**config.mk**
```make
export PLATFORM = sky130hd
export DESIGN_NAME = vid_timing_gen
export DESIGN_NICKNAME = d
export VERILOG_FILES = /design/src/rtl/vtg_pkg.sv /design/src/rtl/vtg_hcount.sv /design/src/rtl/vtg_vcount.sv /design/src/rtl/vtg_field_seq.sv /design/src/rtl/vid_timing_gen.sv
export SDC_FILE = /design/constraint.sdc
export NUM_CORES = 1
export LEC_CHECK = 0
export BUFFER_PORTS_ARGS = -buffer_cell sky130_fd_sc_hd__buf_2
export CAP_MARGIN = 30
export CORE_MARGIN = 1.5
export CORE_UTILIZATION = 50
export DETAILED_ROUTE_END_ITERATION = 16
export GPL_ROUTABILITY_DRIVEN = 0
export MAX_ROUTING_LAYER = met4
export PLACE_DENSITY = 0.75
export SLEW_MARGIN = 25
export SYNTH_ARGS = -nofsm -noshare
export SYNTH_HDL_FRONTEND = slang
export SYNTH_SLANG_ARGS = --single-unit
```
**constraint.sdc**
```tcl
create_clock -name clk -period 11.06 [get_ports clk]
set_input_delay 0.553 -clock clk [delete_from_list [all_inputs] [get_ports clk]]
set_output_delay 0.553 -clock clk [all_outputs]
set_load 0.01 [all_outputs]
```
**src/rtl/vtg_pkg.sv**
```systemverilog
package vtg_pkg;
  localparam int NSLOT = 4;

  // Field slot: {eye, parity}; index 0 LO, 1 LE, 2 RO, 3 RE
  typedef struct packed {
    logic eye;
    logic par;
  } slot_t;

  function automatic slot_t vtg_next_slot(slot_t cur, logic il, logic st);
    slot_t n;
    if (il && !cur.par) begin
      n.eye = cur.eye;
      n.par = 1'b1;
    end else begin
      n.par = 1'b0;
      n.eye = st && !cur.eye;
    end
    return n;
  endfunction
endpackage

```
**src/rtl/vtg_hcount.sv**
```systemverilog
module vtg_hcount #(
  parameter int HW = 12,
  localparam int CW = HW + 2
) (
  input  logic          clk,
  input  logic          rst_n,
  input  logic          clr,
  input  logic          adv,
  input  logic [HW-1:0] sync_w,
  input  logic [HW-1:0] back_p,
  input  logic [HW-1:0] act_w,
  input  logic [HW-1:0] front_p,
  output logic [CW-1:0] pos,
  output logic [CW-1:0] half,
  output logic          last,
  output logic          sync_on,
  output logic          act_on,
  output logic [HW-1:0] xpos
);
  logic [CW-1:0] total, act_lo;

  assign total   = CW'(sync_w) + CW'(back_p) + CW'(act_w) + CW'(front_p);
  assign act_lo  = CW'(sync_w) + CW'(back_p);
  assign half    = total >> 1;
  assign last    = (pos == total - 1'b1);
  assign sync_on = (pos < CW'(sync_w));
  assign act_on  = (pos >= act_lo) && (pos < act_lo + CW'(act_w));
  assign xpos    = HW'(pos - act_lo);

  always_ff @(posedge clk or negedge rst_n) begin
    if (!rst_n)       pos <= '0;
    else if (clr)     pos <= '0;
    else if (adv)     pos <= last ? '0 : pos + 1'b1;
  end
endmodule

```
**src/rtl/vtg_vcount.sv**
```systemverilog
module vtg_vcount #(
  parameter int VW = 11,
  parameter int CW = 14,
  localparam int LW = VW + 2
) (
  input  logic          clk,
  input  logic          rst_n,
  input  logic          clr,
  input  logic          step,
  input  logic [CW-1:0] hpos,
  input  logic [CW-1:0] half,
  input  logic [VW-1:0] sync_w,
  input  logic [VW-1:0] back_p,
  input  logic [VW-1:0] act_h,
  input  logic [VW-1:0] front_p,
  input  logic          shift,
  output logic          last,
  output logic          sync_on,
  output logic          act_on,
  output logic [VW-1:0] ypos
);
  logic [LW-1:0] line, total, act_lo;
  logic          pre_half, plain_on, shift_on;

  assign total    = LW'(sync_w) + LW'(back_p) + LW'(act_h) + LW'(front_p);
  assign act_lo   = LW'(sync_w) + LW'(back_p);
  assign last     = (line == total - 1'b1);
  assign pre_half = (hpos < half);
  assign plain_on = (line < LW'(sync_w));
  // Shifted window: from mid line 0 to mid line sync_w
  assign shift_on = (plain_on && !(line == '0 && pre_half)) ||
                    ((sync_w != '0) && (line == LW'(sync_w)) && pre_half);
  assign sync_on  = shift ? shift_on : plain_on;
  assign act_on   = (line >= act_lo) && (line < act_lo + LW'(act_h));
  assign ypos     = VW'(line - act_lo);

  always_ff @(posedge clk or negedge rst_n) begin
    if (!rst_n)    line <= '0;
    else if (clr)  line <= '0;
    else if (step) line <= last ? '0 : line + 1'b1;
  end
endmodule

```
**src/rtl/vtg_field_seq.sv**
```systemverilog
module vtg_field_seq
  import vtg_pkg::*;
#(
  parameter int VW = 11
) (
  input  logic                       clk,
  input  logic                       rst_n,
  input  logic                       clr,
  input  logic                       adv,
  input  logic                       il_en,
  input  logic                       st_en,
  input  logic [NSLOT-1:0][VW-1:0]   sw_set,
  input  logic [NSLOT-1:0][VW-1:0]   bp_set,
  input  logic [NSLOT-1:0][VW-1:0]   fp_set,
  input  logic [NSLOT-1:0]           shift_set,
  output slot_t                      slot,
  output logic [VW-1:0]              sw,
  output logic [VW-1:0]              bp,
  output logic [VW-1:0]              fp,
  output logic                       shift
);
  logic [1:0] idx;

  assign idx   = slot;
  assign sw    = sw_set[idx];
  assign bp    = bp_set[idx];
  assign fp    = fp_set[idx];
  assign shift = shift_set[idx];

  always_ff @(posedge clk or negedge rst_n) begin
    if (!rst_n)    slot <= '0;
    else if (clr)  slot <= '0;
    else if (adv)  slot <= vtg_next_slot(slot, il_en, st_en);
  end
endmodule

```
**src/rtl/vid_timing_gen.sv**
```systemverilog
module vid_timing_gen
  import vtg_pkg::*;
#(
  parameter int HW = 12,
  parameter int VW = 11
) (
  input  logic                     clk,
  input  logic                     rst_n,
  input  logic                     soft_rst,
  input  logic                     run_en,
  input  logic                     il_en,
  input  logic                     st_en,
  input  logic [HW-1:0]            h_sync_w,
  input  logic [HW-1:0]            h_back,
  input  logic [HW-1:0]            h_active,
  input  logic [HW-1:0]            h_front,
  input  logic [NSLOT-1:0][VW-1:0] v_sync_w,
  input  logic [NSLOT-1:0][VW-1:0] v_back,
  input  logic [NSLOT-1:0][VW-1:0] v_front,
  input  logic [NSLOT-1:0]         v_half,
  input  logic [VW-1:0]            v_active,
  input  logic                     pol_hs,
  input  logic                     pol_vs,
  input  logic                     pol_de,
  input  logic                     pol_ck,
  output logic                     hs_o,
  output logic                     vs_o,
  output logic                     de_o,
  output logic                     ck_fall_o,
  output logic                     field_o,
  output logic                     eye_o,
  output logic [HW-1:0]            x_o,
  output logic [VW-1:0]            y_o
);
  localparam int CW = HW + 2;

  logic          live, run_now, h_last, hs_on, hde_on;
  logic          v_last, vs_on, vde_on, shift_sel, de_on;
  logic          h_clr, v_clr, v_step, f_adv;
  logic [CW-1:0] hpos, hhalf;
  logic [HW-1:0] xpos;
  logic [VW-1:0] ypos, vsw_sel, vbp_sel, vfp_sel;
  slot_t         slot;

  assign run_now = live & ~soft_rst;
  assign h_clr   = soft_rst | ~live;
  assign v_step  = live & h_last & run_en;
  assign v_clr   = soft_rst | ~live | (h_last & ~run_en);
  assign f_adv   = v_step & v_last;
  assign de_on   = hde_on & vde_on;

  // Run state: sampled while idle and at every line end
  always_ff @(posedge clk or negedge rst_n) begin
    if (!rst_n)              live <= 1'b0;
    else if (soft_rst)       live <= 1'b0;
    else if (!live || h_last) live <= run_en;
  end

  vtg_hcount #(.HW(HW)) u_h (
    .clk(clk), .rst_n(rst_n), .clr(h_clr), .adv(live),
    .sync_w(h_sync_w), .back_p(h_back), .act_w(h_active), .front_p(h_front),
    .pos(hpos), .half(hhalf), .last(h_last), .sync_on(hs_on), .act_on(hde_on),
    .xpos(xpos)
  );

  vtg_field_seq #(.VW(VW)) u_seq (
    .clk(clk), .rst_n(rst_n), .clr(v_clr), .adv(f_adv),
    .il_en(il_en), .st_en(st_en),
    .sw_set(v_sync_w), .bp_set(v_back), .fp_set(v_front), .shift_set(v_half),
    .slot(slot), .sw(vsw_sel), .bp(vbp_sel), .fp(vfp_sel), .shift(shift_sel)
  );

  vtg_vcount #(.VW(VW), .CW(CW)) u_v (
    .clk(clk), .rst_n(rst_n), .clr(v_clr), .step(v_step),
    .hpos(hpos), .half(hhalf),
    .sync_w(vsw_sel), .back_p(vbp_sel), .act_h(v_active), .front_p(vfp_sel),
    .shift(shift_sel), .last(v_last), .sync_on(vs_on), .act_on(vde_on),
    .ypos(ypos)
  );

  always_ff @(posedge clk or negedge rst_n) begin
    if (!rst_n) begin
      hs_o      <= 1'b0;
      vs_o      <= 1'b0;
      de_o      <= 1'b0;
      ck_fall_o <= 1'b0;
      field_o   <= 1'b0;
      eye_o     <= 1'b0;
      x_o       <= '0;
      y_o       <= '0;
    end else begin
      hs_o      <= pol_hs ^ (run_now & hs_on);
      vs_o      <= pol_vs ^ (run_now & vs_on);
      de_o      <= pol_de ^ (run_now & de_on);
      ck_fall_o <= pol_ck;
      field_o   <= run_now & slot.par;
      eye_o     <= run_now & slot.eye;
      x_o       <= (run_now & de_on) ? xpos : '0;
      y_o       <= (run_now & de_on) ? ypos : '0;
    end
  end
endmodule

```
==> metrics.yaml, run 1 <==
sta:
  tns_ns: 0
  slew_headroom_pct: 47.3
  slew_viol_final: 0
  fmaxAchievable_mhz: 135
  final-hold-violation-count: 0
  setup_violations: 0
  finalCritPeriodShare_pct: 67.1
  fin_crit_ns: 7.42
  rsz0062_at_grt: "no"
  fin_skew_ns: 0.00599
  worst_pin_slew_ns: 0.771
placement:
  port_buffers: 233
  place_area_sq_um: 11500
  hpwl_um: 23700
setup_path:
  crit_type: "flip-flop to flip-flop"
  critPathArrivalTime_ns: 7.68
  cp-end-kind: "flip-flop"
  critPathLaunchType: "flip-flop"
  path_max_fanout: 39
  crit_required_ns: 11.32
yosys:
  synthAdderAreaFrac_pct: 22.3
  synth_edf_count: 0
  ys_seq_area_share_pct: 14.5
  ys.flop_type: "dfrtp_1"
  synth_compound_area_share_pct: 20.1
  ys_top_cells_by_count: "ha_1, inv_1, a21oi_1, nand2_1, nor2_1"
  synth_area_sq_um: 10200
  netlist_instances: 1208
  yosys.area.top_type_share_pct: 20.7
  synth-xor-area-share_pct: 9.19
  synth_top_family_by_area: "adder cells"
  yosys_warnings: 0
  synthMostInstantiatedCell: "ha_1"
  ys_ff_latch: 59
  synth_cell_types: 87
  avgSynthCellArea_sq_um: 8.41
  synth-async-reset-ratio_pct: 100
  yosysTopAreaCell: "ha_1"
  synth.area.mux_share_pct: 8.82
  synth-simple-area-share_pct: 18.2
  synth_area_leaders: "ha_1, dfrtp_1, mux4_2, inv_1, xnor2_1"
  syn_nets: 1589
clock_tree:
  clock-sinks: 59
  cts_hold_buf: 0
  clk_pin_slew_ns: 0.06
  clockBufferDepth: 2
  htreeDepth: 3
  postCtsSetupBuffers: 0
  cts_resized: 0
  cts_buffers: 9
  cts_root_buf: "clkbuf_16"
  worstSkewPairLatency_ns: 0.34
  cts_tree: "done"
pwr:
  finalPower_mw: 1.88
  power_density_nw_per_um2: 158
  power_switching_mw: 0.878
  combPwrFrac_pct: 70.7
  p_int_mw: 1.00
  netSwitchingFraction_pct: 46.7
  p_seq_share_pct: 11.7
  power_frac_clock_pct: 17.6
  max-vdd-ir-drop_mv: 0.142
  p_leak_nw: 6.06
grt:
  use_met1_pct: 36.7
  top_usage_layer: "met2"
  use_met2_pct: 43.5
  grt_pass1_vias: 9524
  grt_pass1_wl_um: 46500
  grt_use_met3_pct: 4.36
  grt_max_degree: 60
  grt_use_total_pct: 27.7
  grt.overflow.total: 0
  antenna_found_initial: 0
cells_and_area:
  nNetsFinal: 1806
  drive_gt1_share_pct: 22.6
  design_area_sq_um: 11900
  multiInputGateArea_sq_um: 7980
  syn_to_final_growth_pct: 16.9
  num-fill-cells: 1781
  regArea_sq_um: 1480
  diodes: 0
routing:
  wl_per_cell_um: 16.7
  first_pass_iters: 5
  vias: 9805
  drc: 0
  drtIter0Drc: 646
  routed_wl_um: 28300
  viasPerCell: 5.78
  drtAntennaViolNets: 0
floorplan:
  dieArea_sq_um: 21200
  start_util_pct: 51.5
  ios: 234
  die_h_um: 146
  core-area_sq_um: 19700
  die_w_um: 146
  row_count: 51
status:
  status: "finished, final reports clean"
hold_path:
  min_path_type: "primary input to flip-flop"
job:
  cap_violations: 0
==> layout by cell type, fill, tap and decap left out, types with 15 or more instances in the layout <==
cell	instances
nor4_1	15
nor3_1	43
nand2b_1	23
nand4_1	22
nand3_1	39
nor2_1	60
a21o_1	40
inv_1	142
ha_1	168
o21ai_0	58
xor2_1	44
mux4_2	34
and3_1	18
nand2_1	60
buf_2	233
dfrtp_1	58
xnor2_1	58
a21oi_1	84
==> power by group through the flow <==
stage / sequential (mW) / combinational, mW / clock, mW
2_1_floorplan: 0.223 / 1.03 / 0
3_3_place_gp: 0.223 / 1.27 / 0
3_5_place_dp: 0.223 / 1.30 / 0
4_1_cts: 0.220 / 1.31 / 0.335
5_1_grt: 0.220 / 1.49 / 0.345
6_report: 0.220 / 1.33 / 0.331
==> area by class of cell <==
class	instances	area share (%)
inverters	142	4.49
flip-flops and latches	59	12.4
multi-input cells	976	67.2
repair buffers	237	10.1
well taps	265	2.79
clock buffers	10	2.01
clock inverters	6	0.948
==> critical path: stages, from the launching register on <==
cell	delay, ns
dfrtp_2	0.33
buf_4	0.53
mux4_2	0.67
ha_1	0.32
a211o_1	0.27
a2111oi_0	0.69
nor2_1	0.11
nor2_1	0.14
xnor2_1	0.10
ha_1	0.22
or3_1	0.38
a211oi_1	0.33
nor3_1	0.10
nand2b_1	0.18
ha_1	0.28
inv_1	0.04
ha_1	0.19
or2_2	0.31
nor4_1	0.52
or3_1	0.20
nand3_1	0.06
and4_2	0.28
a31oi_1	0.20
o31ai_1	0.08
a21bo_2	0.50
nand2b_1	0.10
mux2i_1	0.16
==> per-stage QoR <==
step	setup WS, ns	utilization (%)	hold WS (ns)	std cells
after floorplan	3.22	-	0.257	1208
after CTS	3.64	60.2	0.313	1695
final	3.64	60.2	0.320	1695
after detailed placement	3.71	58.4	0.595	1679
after global routing	2.84	60.2	0.311	1695
after global placement	3.93	58.4	0.587	1679
==> registers in the layout, summed over array words and instances (netlist names) <==
signal,flops
u_v.line,13
de_o,1
x_o,12
u_seq.slot,2
u_h.pos,14
eye_o,1
y_o,11
live,1
vs_o,1
field_o,1
hs_o,1
ck_fall_o,1
==> worst paths after layout <==
check                              start            end  slack, ns  cells past startpoint
max                        u_seq.slot[0]   u_v.line[11]       3.64                     26
min in group asynchronous          rst_n     u_h.pos[2]       0.38                      2
min reg2reg                   u_h.pos[0]     u_h.pos[0]       0.60                      1
min                               pol_ck      ck_fall_o       0.32                      1
max in group asynchronous          rst_n  u_seq.slot[0]      10.14                      2
max reg2reg                u_seq.slot[0]   u_v.line[11]       3.64                     26
==> logic make-up (layout without fill, tap and decap cells) <==
family | count (synthesis) | count (layout)
compound gates | 300 | 300
xor+xnor | 104 | 104
fa+ha+maj | 176 | 176
buf+inv | 173 | 395
flops | 59 | 59
mux | 47 | 47
simple gates | 349 | 349
==> per-layer routing <==
metal / wire length, um / vias up / share of wire, %
met1: 13000 / 4574 / 46
met5: 0 / - / 0
met4: 637 / 0 / 2.3
met2: 13000 / 305 / 46
met3: 1670 / 54 / 5.9
li1: - / 4872 / -
Note: power is estimated with default switching activity, not from simulation.
==> run 2: changes to the inputs <==
Clock period 11.06 ns to 7.6 ns, I/O delays scaled along.
==> run 2 against run 1 <==
Compared with the run above: worst hold slack worse by 0.17 ns; routed wire length grew 0.75%; power increased by 45%; highest routed layer unchanged; final cell count is 0.24% higher; critical path depth did not move; non-clock buffer count is 2 higher; largest power group unchanged; combinational power is 48% higher; critical endpoint is now u_v.line[10].
==> metrics.yaml, run 2 (synthesized netlist as in run 1, its figures left out) <==
floorplan:
  die_h_um: 146
  dieArea_sq_um: 21200
  start_util_pct: 51.5
  row_count: 51
  die_w_um: 146
  ios: 234
  core-area_sq_um: 19700
grt:
  use_met2_pct: 44.0
  use_met1_pct: 36.5
  antenna_found_initial: 2
  grt_max_degree: 60
  grt_use_met3_pct: 3.39
  grt.overflow.total: 0
  grt_pass1_wl_um: 46800
  grt_use_total_pct: 27.7
  top_usage_layer: "met2"
  grt_pass1_vias: 9779
setup_path:
  cpLargestDelayFamily: "simple AND/OR/NAND/NOR gates"
  crit_slowest_cell: "dfrtp_4"
  crit_required_ns: 7.82
  cpMostUsedCell: "ha_1"
  r2r_cells: 26
  cp-end-kind: "flip-flop"
  path_buf_inv: 1
  r2r-end: "u_v.line[10]"
  critPathArrivalTime_ns: 7.30
  critPathLaunchType: "flip-flop"
  cpPeakStageDelay_ns: 0.65
  rrSetupSlack_ns: 0.52
  crit_type: "flip-flop to flip-flop"
  regToRegStartpoint: "u_seq.slot[0]"
  path_max_fanout: 23
pwr:
  combPwrFrac_pct: 72.0
  finalPower_mw: 2.73
  max-vdd-ir-drop_mv: 0.212
  p_seq_share_pct: 11.7
  p_leak_nw: 6.06
  netSwitchingFraction_pct: 47.5
  power_frac_clock_pct: 16.3
  p_int_mw: 1.43
  power_density_nw_per_um2: 230
  power_switching_mw: 1.30
sta:
  rsz0062_at_grt: "no"
  final-hold-violation-count: 0
  fin_crit_ns: 7.08
  tns_ns: 0
  setup_violations: 0
  fin_skew_ns: 0.00723
  finalCritPeriodShare_pct: 93.2
  worst_pin_slew_ns: 0.790
  slew_headroom_pct: 47.4
  slew_viol_final: 0
  fmaxAchievable_mhz: 141
routing:
  routed_wl_um: 28500
  first_pass_iters: 5
  wl_per_cell_um: 16.8
  viasPerCell: 5.82
  drtIter0Drc: 574
  vias: 9891
  drc: 0
  drtAntennaViolNets: 0
hold_path:
  whs_path_depth: 1
  hp-start: "pol_ck"
  min_path_type: "primary input to flip-flop"
  whs_endpoint: "ck_fall_o"
clock_tree:
  cts_resized: 0
  cts_root_buf: "clkbuf_16"
  clock-sinks: 59
  worstSkewPairLatency_ns: 0.34
  clk_pin_slew_ns: 0.06
  clockBufferDepth: 2
  cts_hold_buf: 0
  cts_buffers: 9
  postCtsSetupBuffers: 0
  htreeDepth: 3
  cts_tree: "done"
cells_and_area:
  nNetsFinal: 1808
  design_area_sq_um: 11900
  layout_commonest_cell: "buf_2"
  drive_gt1_share_pct: 22.8
  multiInputGateArea_sq_um: 8000
  stdcell_count: 1699
  num-fill-cells: 1744
  top_register: "u_h.pos"
  regArea_sq_um: 1480
  top_regs: "u_h.pos: 14 flops, u_v.line: 13 flops, x_o: 12 flops"
  final_cell_mix: "buf_2, ha_1, inv_1"
  syn_to_final_growth_pct: 17.0
  largest_reg_flops: 14
placement:
  port_buffers: 233
  place_area_sq_um: 11500
  hpwl_um: 23800
  dp_cells: 1681
job:
  cap_violations: 0
status:
  status: "finished, final reports clean"
run 2: layer usage:
layer  share of wire, %  wire, um
met4                2.7       773
met2                 46     13200
met5                  0         0
met1                 47     13300
met3                4.3      1230
run 2: area by class of cell:
| type | count | area share, % |
|---|---|---|
| Antenna cell | 2 | 0.0421 |
| Clock buffer | 10 | 2.01 |
| Clock inverter | 6 | 0.737 |
| Timing Repair Buffer | 239 | 10.2 |
| Inverter | 142 | 4.48 |
| Sequential cell | 59 | 12.5 |
| Tap cell | 265 | 2.79 |
| Multi-Input combinational cell | 976 | 67.3 |
run 2: how the worst max path moves through the flow:
| stage | start | endpoint | slack, ns | depth (start not counted) |
|---|---|---|---|---|
| 6_report | u_seq.slot[0] | u_v.line[10] | 0.52 | 26 |
| 5_1_grt | u_seq.slot[0] | u_v.line[10] | 0.02 | 29 |
| 4_1_cts | u_seq.slot[0] | u_v.line[10] | 0.25 | 25 |
| 3_5_place_dp | u_seq.slot[0] | u_v.line[7] | 0.32 | 25 |
| 3_3_place_gp | u_seq.slot[0] | u_v.line[5] | 0.58 | 29 |
| 2_1_floorplan | u_seq.slot[0] | u_v.line[5] | 0.002 | 34 |
run 2: power by group through the flow:
stage	clock network [mW]	logic (mW)	registers (mW)
floorplan	0	1.50	0.325
global placement	0	1.86	0.325
detailed placement	0	1.91	0.325
CTS	0.454	1.93	0.319
global route	0.468	2.19	0.320
finish	0.446	1.97	0.319
run 2: per-stage QoR:
step	utilization [%]	worst slack (ns)	hold WS [ns]
2_1_floorplan	-	0.00157	0.0844
5_1_grt	60.3	0.0198	0.146
3_5_place_dp	58.5	0.324	0.493
6_report	60.3	0.517	0.150
4_1_cts	60.2	0.253	0.139
3_3_place_gp	58.5	0.579	0.488
==> run 3: changes to the inputs <==
Settings changed: ABC_AREA from default to 1.
==> run 3 against run 2 <==
Compared with the run above: clock power down 5.8%; combinational power up 18%; fmax up 4.4%; utilization down 0.95 points; sequential cell count unchanged; power up 12%; critical endpoint is now u_seq.slot[0]; largest cell class unchanged.
==> metrics.yaml, run 3 <==
grt:
  grt_pass1_wl_um: 50100
  grt_use_total_pct: 29.6
  grt.overflow.total: 0
  grt_max_degree: 70
  antenna_found_initial: 1
  grt_pass1_vias: 10400
yosys:
  ys_top_cells_by_count: "nand2_1, inv_1, ha_1, nor2_1, a21oi_1"
  ys_seq_area_share_pct: 14.4
  synth_area_leaders: "ha_1, dfrtp_1, nand2_1, inv_1, a21oi_1"
  avgSynthCellArea_sq_um: 6.46
  yosys_warnings: 0
  synthMostInstantiatedCell: "nand2_1"
  synthAdderAreaFrac_pct: 22.1
  ys.flop_type: "dfrtp_1"
  yosys.area.top_type_share_pct: 20.6
  synth_cell_types: 52
  yosysTopAreaCell: "ha_1"
  netlist_instances: 1582
  synth-xor-area-share_pct: 5.91
  ys_ff_latch: 59
  synth_top_family_by_area: "simple AND/OR/NAND/NOR gates"
  synth-simple-area-share_pct: 31.9
  syn_nets: 1963
  synth_compound_area_share_pct: 15.8
  synth.area.mux_share_pct: 0
  synth-async-reset-ratio_pct: 100
  synth_edf_count: 0
  synth_area_sq_um: 10200
hold_path:
  whs_path_depth: 1
  min_path_type: "primary input to flip-flop"
cells_and_area:
  design_area_sq_um: 12000
  multiInputGateArea_sq_um: 7740
  stdcell_count: 2081
  syn_to_final_growth_pct: 17.0
  top_regs: "u_h.pos: 14 flops, u_v.line: 13 flops, x_o: 12 flops"
  nNetsFinal: 2187
  diodes: 0
  final_cell_mix: "nand2_1, buf_2, inv_1"
  fin_util_pct: 59.3
  layout_commonest_cell: "nand2_1"
  top_register: "u_h.pos"
  num-fill-cells: 1935
  regArea_sq_um: 1480
  drive_gt1_share_pct: 16.8
  largest_reg_flops: 14
setup_path:
  r2r_cells: 33
  path_buf_inv: 6
  rrSetupSlack_ns: 0.81
  cpLargestDelayFamily: "simple AND/OR/NAND/NOR gates"
  critPathLaunchType: "flip-flop"
  path_max_fanout: 39
  cpPeakStageDelay_ns: 0.42
  critPathArrivalTime_ns: 7.02
  crit_type: "flip-flop to flip-flop"
  crit_slowest_cell: "buf_4"
  crit_required_ns: 7.83
  path_depth: 33
  cp-end-kind: "flip-flop"
floorplan:
  core-area_sq_um: 20200
  ios: 234
  dieArea_sq_um: 21300
  die_h_um: 146
  die_w_um: 146
  start_util_pct: 50.7
  row_count: 52
routing:
  routed_wl_um: 31200
  drtIter0Drc: 833
  drtAntennaViolNets: 0
  first_pass_iters: 6
  drc: 0
  wl_per_cell_um: 15.0
  vias: 11500
  viasPerCell: 5.51
sta:
  setup_violations: 0
  fin_skew_ns: 0.0109
  final-hold-violation-count: 0
  fin_crit_ns: 6.79
  finalCritPeriodShare_pct: 89.3
  fmaxAchievable_mhz: 147
  tns_ns: 0
  rsz0062_at_grt: "no"
  slew_viol_final: 0
  worst_pin_slew_ns: 0.766
  slew_headroom_pct: 48.9
pwr:
  power_switching_mw: 1.64
  p_leak_nw: 6.68
  netSwitchingFraction_pct: 53.6
  power_density_nw_per_um2: 256
  p_seq_share_pct: 10.5
  p_int_mw: 1.42
  finalPower_mw: 3.07
  max-vdd-ir-drop_mv: 0.135
  power_frac_clock_pct: 13.7
  combPwrFrac_pct: 75.8
placement:
  dp_cells: 2064
  hpwl_um: 26000
  place_area_sq_um: 11700
  port_buffers: 233
job:
  cap_violations: 0
clock_tree:
  clockBufferDepth: 2
  clk_pin_slew_ns: 0.06
  cts_root_buf: "clkbuf_16"
  clock-sinks: 59
  cts_hold_buf: 0
  htreeDepth: 3
  cts_buffers: 9
  cts_tree: "done"
  worstSkewPairLatency_ns: 0.35
status:
  status: "finished, final reports clean"
==> run 3: path summary, 6_finish.rpt <==
| path | startpoint | endpoint |
|---|---|---|
| worst max-delay path | u_seq.slot[0] | u_seq.slot[0] |
| worst min-delay path | pol_ck | ck_fall_o |
| worst max register to register | u_seq.slot[0] | u_seq.slot[0] |
| worst min register to register | u_h.pos[0] | u_h.pos[0] |
| max in group asynchronous | rst_n | u_seq.slot[0] |
| min in group asynchronous | rst_n | x_o[0] |
==> run 3: logic make-up after synthesis <==
kind of cell / count (synthesis)
AO/OA/AOI/OAI: 269
buffers and inverters: 264
adder cells (fa/ha/maj): 176
AND/OR/NAND/NOR: 745
XOR/XNOR: 69
flip-flops: 59
==> run 3: layout make-up <==
cell class	instances	share of cell area [%]
Sequential cell	59	12.3
Timing Repair inverter	1	0.0418
Tap cell	270	2.82
Clock inverter	7	0.638
Clock buffer	9	1.88
Multi-Input combinational cell	1259	64.7
Inverter	237	7.47
Timing Repair Buffer	239	10.1
==> run 3: per-stage QoR <==
stage | setup WS [ns] | hold WS [ns]
after global routing | 0.169 | 0.136
after floorplan | 1.55 | 0.0844
after global placement | 1.07 | 0.496
after CTS | 0.761 | 0.127
final | 0.815 | 0.137
after detailed placement | 0.823 | 0.489
==> run 3: timing repair <==
item                                    in CTS  in global routing
endpoints found under the setup margin       0                  5
resized for setup                            0                  2
buffers inserted                             0                  0
==> run 3: metal layers <==
layer / GRT usage, % / routed length [um] / vias to the layer above
li1: - / - / 5756
met1: 41.0 / 14500 / 5235
met2: 45.0 / 13700 / 428
met3: 5.19 / 2590 / 44
met4: 6.31 / 447 / 0
met5: - / 0 / -
==> run 3: power by group through the flow <==
| stage | combinational (mW) | sequential (mW) | clock (mW) |
|---|---|---|---|
| after floorplan | 1.78 | 0.326 | 0 |
| after global placement | 2.20 | 0.327 | 0 |
| after detailed placement | 2.27 | 0.327 | 0 |
| after CTS | 2.28 | 0.321 | 0.426 |
| after global routing | 2.63 | 0.322 | 0.439 |
| final | 2.32 | 0.322 | 0.420 |
